$ cat config.mk
export PLATFORM = sky130hd
export DESIGN_NAME = cslow_accum
export DESIGN_NICKNAME = d
export VERILOG_FILES = /design/src/rtl/cslow_pkg.sv /design/src/rtl/cslow_stream_ctr.sv /design/src/rtl/cslow_in_stage.sv /design/src/rtl/cslow_ctx_ring.sv /design/src/rtl/cslow_ctx_update.sv /design/src/rtl/cslow_accum.sv
export SDC_FILE = /design/constraint.sdc
export NUM_CORES = 1
export LEC_CHECK = 0
export BUFFER_PORTS_ARGS = -buffer_cell sky130_fd_sc_hd__buf_4
export CAP_MARGIN = 20
export CORE_MARGIN = 10
export CORE_UTILIZATION = 45
export DETAILED_ROUTE_END_ITERATION = 6
export PLACE_DENSITY = 0.64
export SETUP_SLACK_MARGIN = 0.05
export SYNTH_ARGS = -nofsm -noshare
export SYNTH_HDL_FRONTEND = slang
export SYNTH_HIERARCHICAL = 1
export SYNTH_SLANG_ARGS = --single-unit
$ cat constraint.sdc
create_clock -name clk -period 2 [get_ports clk]
set_input_delay 0.1 -clock clk [delete_from_list [all_inputs] [get_ports clk]]
set_output_delay 0.1 -clock clk [all_outputs]
set_load 0.01 [all_outputs]
$ cat src/rtl/cslow_pkg.sv
package cslow_pkg;

    // Operation applied to the state slot passing the update logic
    typedef enum logic [1:0] {
        OP_HOLD  = 2'd0,
        OP_ADD   = 2'd1,
        OP_CLEAR = 2'd2
    } ctx_op_e;

    // Pipeline qualification phase
    typedef enum logic {
        PH_IDLE = 1'b0,
        PH_RUN  = 1'b1
    } pipe_phase_e;

    // Clear has priority over enable
    function automatic ctx_op_e decode_op(input logic clr, input logic en);
        ctx_op_e op;
        if (clr)
            op = OP_CLEAR;
        else if (en)
            op = OP_ADD;
        else
            op = OP_HOLD;
        return op;
    endfunction

endpackage

$ cat src/rtl/cslow_stream_ctr.sv
module cslow_stream_ctr #(
    parameter int NUM_CTX = 4,
    parameter int SID_W   = 2
) (
    input  logic             clk,
    input  logic             rst_n,
    output logic [SID_W-1:0] sid
);
    localparam logic [SID_W-1:0] LAST_SID = SID_W'(NUM_CTX - 1);

    logic [SID_W-1:0] sid_q;
    logic [SID_W-1:0] sid_d;

    always_comb begin
        if (sid_q == LAST_SID)
            sid_d = '0;
        else
            sid_d = sid_q + SID_W'(1);
    end

    always_ff @(posedge clk) begin
        if (!rst_n)
            sid_q <= '0;
        else
            sid_q <= sid_d;
    end

    assign sid = sid_q;
endmodule

$ cat src/rtl/cslow_in_stage.sv
module cslow_in_stage
    import cslow_pkg::*;
#(
    parameter int DATA_W = 8,
    parameter int SID_W  = 2
) (
    input  logic              clk,
    input  logic              rst_n,
    input  logic [DATA_W-1:0] data_i,
    input  logic              en_i,
    input  logic              clr_i,
    input  logic [SID_W-1:0]  sid_i,
    output logic [DATA_W-1:0] data_o,
    output ctx_op_e           op_o,
    output logic [SID_W-1:0]  sid_o,
    output logic              valid_o
);
    pipe_phase_e phase_q;
    pipe_phase_e phase_d;

    // Next-state: START transition from PH_IDLE to PH_RUN
    always_comb begin
        unique case (phase_q)
            PH_IDLE: phase_d = PH_RUN;
            PH_RUN:  phase_d = PH_RUN;
            default: phase_d = PH_IDLE;
        endcase
    end

    // State register
    always_ff @(posedge clk) begin
        if (!rst_n)
            phase_q <= PH_IDLE;
        else
            phase_q <= phase_d;
    end

    // Captured slot contents
    always_ff @(posedge clk) begin
        if (!rst_n) begin
            data_o <= '0;
            op_o   <= OP_HOLD;
            sid_o  <= '0;
        end else begin
            data_o <= data_i;
            op_o   <= decode_op(clr_i, en_i);
            sid_o  <= sid_i;
        end
    end

    // Output process of the phase machine
    always_comb begin
        unique case (phase_q)
            PH_RUN:  valid_o = 1'b1;
            default: valid_o = 1'b0;
        endcase
    end
endmodule

$ cat src/rtl/cslow_ctx_ring.sv
module cslow_ctx_ring #(
    parameter int NUM_CTX = 4,
    parameter int DATA_W  = 8
) (
    input  logic              clk,
    input  logic              rst_n,
    input  logic [DATA_W-1:0] push_i,
    output logic [DATA_W-1:0] head_o
);
    logic [DATA_W-1:0] slot_q [NUM_CTX];

    for (genvar i = 0; i < NUM_CTX; i++) begin : g_slot
        if (i == 0) begin : g_first
            always_ff @(posedge clk) begin
                if (!rst_n)
                    slot_q[i] <= '0;
                else
                    slot_q[i] <= push_i;
            end
        end else begin : g_rest
            always_ff @(posedge clk) begin
                if (!rst_n)
                    slot_q[i] <= '0;
                else
                    slot_q[i] <= slot_q[i-1];
            end
        end
    end

    assign head_o = slot_q[NUM_CTX-1];
endmodule

$ cat src/rtl/cslow_ctx_update.sv
module cslow_ctx_update
    import cslow_pkg::*;
#(
    parameter int DATA_W = 8
) (
    input  ctx_op_e           op_i,
    input  logic              valid_i,
    input  logic [DATA_W-1:0] state_i,
    input  logic [DATA_W-1:0] data_i,
    output logic [DATA_W-1:0] state_o
);
    always_comb begin
        if (!valid_i) begin
            state_o = state_i;
        end else begin
            unique case (op_i)
                OP_CLEAR: state_o = '0;
                OP_ADD:   state_o = state_i + data_i;
                OP_HOLD:  state_o = state_i;
                default:  state_o = state_i;
            endcase
        end
    end
endmodule

$ cat src/rtl/cslow_accum.sv
module cslow_accum
    import cslow_pkg::*;
#(
    parameter int NUM_CTX = 4,
    parameter int DATA_W  = 8,
    localparam int SID_W  = (NUM_CTX > 1) ? $clog2(NUM_CTX) : 1
) (
    input  logic              clk,
    input  logic              rst_n,
    input  logic [DATA_W-1:0] in_data,
    input  logic              in_en,
    input  logic              in_clr,
    output logic [SID_W-1:0]  in_stream,
    output logic              out_valid,
    output logic [DATA_W-1:0] out_data,
    output logic [SID_W-1:0]  out_stream
);
    logic [SID_W-1:0]  cur_sid;
    logic [DATA_W-1:0] s1_data;
    ctx_op_e           s1_op;
    logic [SID_W-1:0]  s1_sid;
    logic              s1_valid;
    logic [DATA_W-1:0] ring_head;
    logic [DATA_W-1:0] upd_state;

    cslow_stream_ctr #(.NUM_CTX(NUM_CTX), .SID_W(SID_W)) u_ctr (
        .clk   (clk),
        .rst_n (rst_n),
        .sid   (cur_sid)
    );

    cslow_in_stage #(.DATA_W(DATA_W), .SID_W(SID_W)) u_in (
        .clk     (clk),
        .rst_n   (rst_n),
        .data_i  (in_data),
        .en_i    (in_en),
        .clr_i   (in_clr),
        .sid_i   (cur_sid),
        .data_o  (s1_data),
        .op_o    (s1_op),
        .sid_o   (s1_sid),
        .valid_o (s1_valid)
    );

    cslow_ctx_ring #(.NUM_CTX(NUM_CTX), .DATA_W(DATA_W)) u_ring (
        .clk    (clk),
        .rst_n  (rst_n),
        .push_i (upd_state),
        .head_o (ring_head)
    );

    cslow_ctx_update #(.DATA_W(DATA_W)) u_upd (
        .op_i    (s1_op),
        .valid_i (s1_valid),
        .state_i (ring_head),
        .data_i  (s1_data),
        .state_o (upd_state)
    );

    // Registered, stream-tagged result
    always_ff @(posedge clk) begin
        if (!rst_n) begin
            out_valid  <= 1'b0;
            out_data   <= '0;
            out_stream <= '0;
        end else begin
            out_valid  <= s1_valid;
            out_data   <= upd_state;
            out_stream <= s1_sid;
        end
    end

    assign in_stream = cur_sid;
endmodule

==> qor.csv <==
stage,metric,value,unit
floorplanning,IO Count,25,
synth,Syn Nets,213,
timing,clock skew,0.00399,ns
cts,Sink Count,58,
placement,dpl cells,254,
global_routing,largest net degree at the start of global routing,59,
timing,Tcrit/Tclk final,93.2,%
synth,syn avg cell area,11.2,µm²
cells_and_area,filler instances,405,
cts,CTS root buf,clkbuf_8,
worst_setup_path,kind of critical path,reg -> reg,
global_routing,global-route wire length before repair,6.13,mm
cells_and_area,end-of-flow core utilization,55.6,%
routing,Detailed Route WL,3.56,mm
cts,H-Tree Depth,3,
cts,Clock Path Buffers,2,
timing,normalized max-slew margin,75.0,%
synth,Post-Synthesis Cells,191,
timing,RSZ-0062 raised after global routing,true,
placement,Post-Place Worst Slack,0.0246,ns
floorplanning,CORE AREA,4660,µm²
timing,# setup viols final,0,
worst_setup_path,"Req. time, crit path",2.23,ns
synth,Yosys reg bits,58,
routing,Vias/cell,4.66,
worst_setup_path,worst r2r src,u_ring/slot_q[1][8]$_SDFF_PN0_,
timing,f_max,537,MHz
timing,fin. max-slew vios,0,
synth,Synth Flop Type,dfxtp_1,
synth,Yosys cell types,34,
power,post-layout power,2.37,mW
synth,register area share after synthesis,54.1,%
worst_setup_path,CP max FO,3,
global_routing,Total GRT Usage,10.7,%
power,Leak,1.16,nW
worst_hold_path,worst min path class,in -> reg,
worst_setup_path,Critical Path AT,2.10,ns
synth,Yosys Warn Count,6,
cells_and_area,Layout Nets,242,
cells_and_area,Diodes inserted,0,
synth,ys async rst share,0,%
timing,fin crit period,1.86,ns
synth,Mapped Area,2150,µm²
floorplanning,die area,7930,µm²
cells_and_area,synth-to-layout area growth,20.7,%
placement,placed wire-length estimate,2.36,mm
floorplanning,Die W,89.1,µm
placement,Port Buffer Count,24,
outcome,status,"finished, final reports clean",
worst_hold_path,HP Start,in_en,
worst_setup_path,Startpoint Class,flip-flop,
power,Worst VDD drop,0.522,mV
placement,gpl congestion,0.817,
floorplanning,initial core utilization,46.1,%
global_routing,vias in the first global route,1336,
floorplanning,chip height,89.1,µm
routing,WL per Instance,12.7,µm
timing,setup_tns,0,ns
routing,ANT nets after route,0,
run,max cap viols,0,
global_routing,grt ovf,0,
cts,Post-CTS Setup Inserts,0,
routing,DRT iter0 DRCs,36,
timing,worst setup margin,0.136,ns
floorplanning,row count,25,
routing,drt first pass iters,4,
cells_and_area,non-filler cells in the finished layout,279,
routing,via count,1299,
cts,"Reg clk slew, reported paths",0.06,ns
timing,Final Hold Fails,0,
cts,CTS Buf Count,9,
cts,clk_lat worst skew,0.34,ns
global_routing,initial antenna violation count,0,
worst_setup_path,CP Launch Point,u_ring/slot_q[1][8]$_SDFF_PN0_,
timing,Worst Tran Pin Value,0.375,ns
cells_and_area,share of cells above drive strength 1,39.1,%
synth,Post-synth EDFFs,0,
cts,CTS tree,built,
routing,DRC errors left,0,
power,Cell Pwr Density,913,nW/µm²
worst_setup_path,Worst setup EP type,flip-flop,
## timing repair
action | in CTS | in global routing
hold endpoints to repair | 9 | 0
pin swaps | 1 | 5
hold buffers | 9 | 0
setup endpoints to repair | 1 | 4
resized for setup | 1 | 5
gates cloned | 0 | 0
## where the power goes
group	internal [mW]	switching, mW	leakage, nW
clock	0.642	0.419	0.101
combinational	0.0640	0.0477	0.584
sequential	1.18	0.0131	0.472
total	1.89	0.480	1.16
## state kept, by name, summed over array words and instances (netlist names)
name / cells
u_ring/slot_q: 32
out_data: 8
u_in/data_o: 8
out_stream: 2
u_ctr/sid: 2
u_in/op_o: 2
u_in/sid_o: 2
out_valid: 1
u_in/phase_q: 1
## kinds of logic (layout without fill, tap and decap cells)
kind of cell	Yosys count	after routing	synth area share, %
and+or+nand+nor	78	78	24.8
DFF	58	58	54.1
AOI/OAI and AO/OA	25	25	7.92
buffers and inverters	16	50	5.42
adders and majority gates	10	10	6.18
xor gates and xnor gates	4	4	1.63
## cell usage after synthesis, types with 2 or more instances
cell type | count | area (µm²)
dfxtp_1 | 58 | 1160
xnor2_1 | 3 | 26.3
and2_1 | 15 | 93.8
clkbuf_2 | 3 | 15.0
a211oi_2 | 2 | 25.0
a211oi_1 | 2 | 15.0
ha_1 | 9 | 113
buf_6 | 3 | 33.8
a21oi_1 | 5 | 25.0
buf_4 | 8 | 60.1
o21ai_0 | 8 | 40.0
nand3b_1 | 2 | 15.0
nand2_1 | 13 | 48.8
a21o_1 | 2 | 15.0
and2_2 | 39 | 293
## worst max-delay path: stages, from the launching register on
cell	delay (ns)
dfxtp_2	0.33
ha_4	0.17
fa_2	0.34
a21o_1	0.18
a211oi_2	0.17
o21bai_1	0.12
xnor2_1	0.18
o21ai_1	0.08
and2_2	0.18
## worst paths after layout
check | cells after the start | slack [ns] | endpoint
setup reg to reg | 8 | 0.14 | u_ring/slot_q[0][6]$_SDFF_PN0_
hold / removal | 2 | 0.03 | u_in/op_o[0]$_SDFF_PP0_
setup / recovery | 8 | 0.14 | u_ring/slot_q[0][6]$_SDFF_PN0_
hold reg to reg | 1 | 0.43 | out_stream[0]$_SDFF_PN0_
## cell usage in the layout (no fill, tap or decap), types with 2 or more instances in the layout
master	n
o21ai_0	6
and2_2	39
nand2_1	13
xnor2_1	3
dlygate4sd3_1	9
a21o_1	2
buf_4	24
and2_1	15
nand3b_1	2
o21ai_1	3
a21oi_1	5
dfxtp_1	56
a211oi_2	3
clkbuf_1	3
clkbuf_8	11
ha_1	8
dfxtp_2	2
## metal layers
| layer | track usage, % | part of all wire (%) | vias up |
|---|---|---|---|
| met5 | 0 | 0 | - |
| met1 | 10.7 | 43 | 587 |
| li1 | - | - | 679 |
| met3 | 6.93 | 7.7 | 8 |
| met4 | 6.94 | 2.1 | 0 |
| met2 | 16.2 | 48 | 25 |
## metrics by stage
step	hold slack, ns	instance area (µm²)
after floorplan	0.128	2150
after global placement	0.315	2290
after detailed placement	0.316	2290
after CTS	0.0138	2580
after global routing	0.0144	2590
final	0.0311	2590
## cell type report
cell class	count	area [µm²]	area share [%]
tap	54	67.6	2.61
multi-input combinational	117	890	34.3
sequential	58	1160	44.9
clock buffer	14	163	6.27
timing repair buffer	33	270	10.4
inverter	1	3.75	0.145
clock inverter	2	35.0	1.35
No activity file was read; power rests on OpenSTA's default activity.
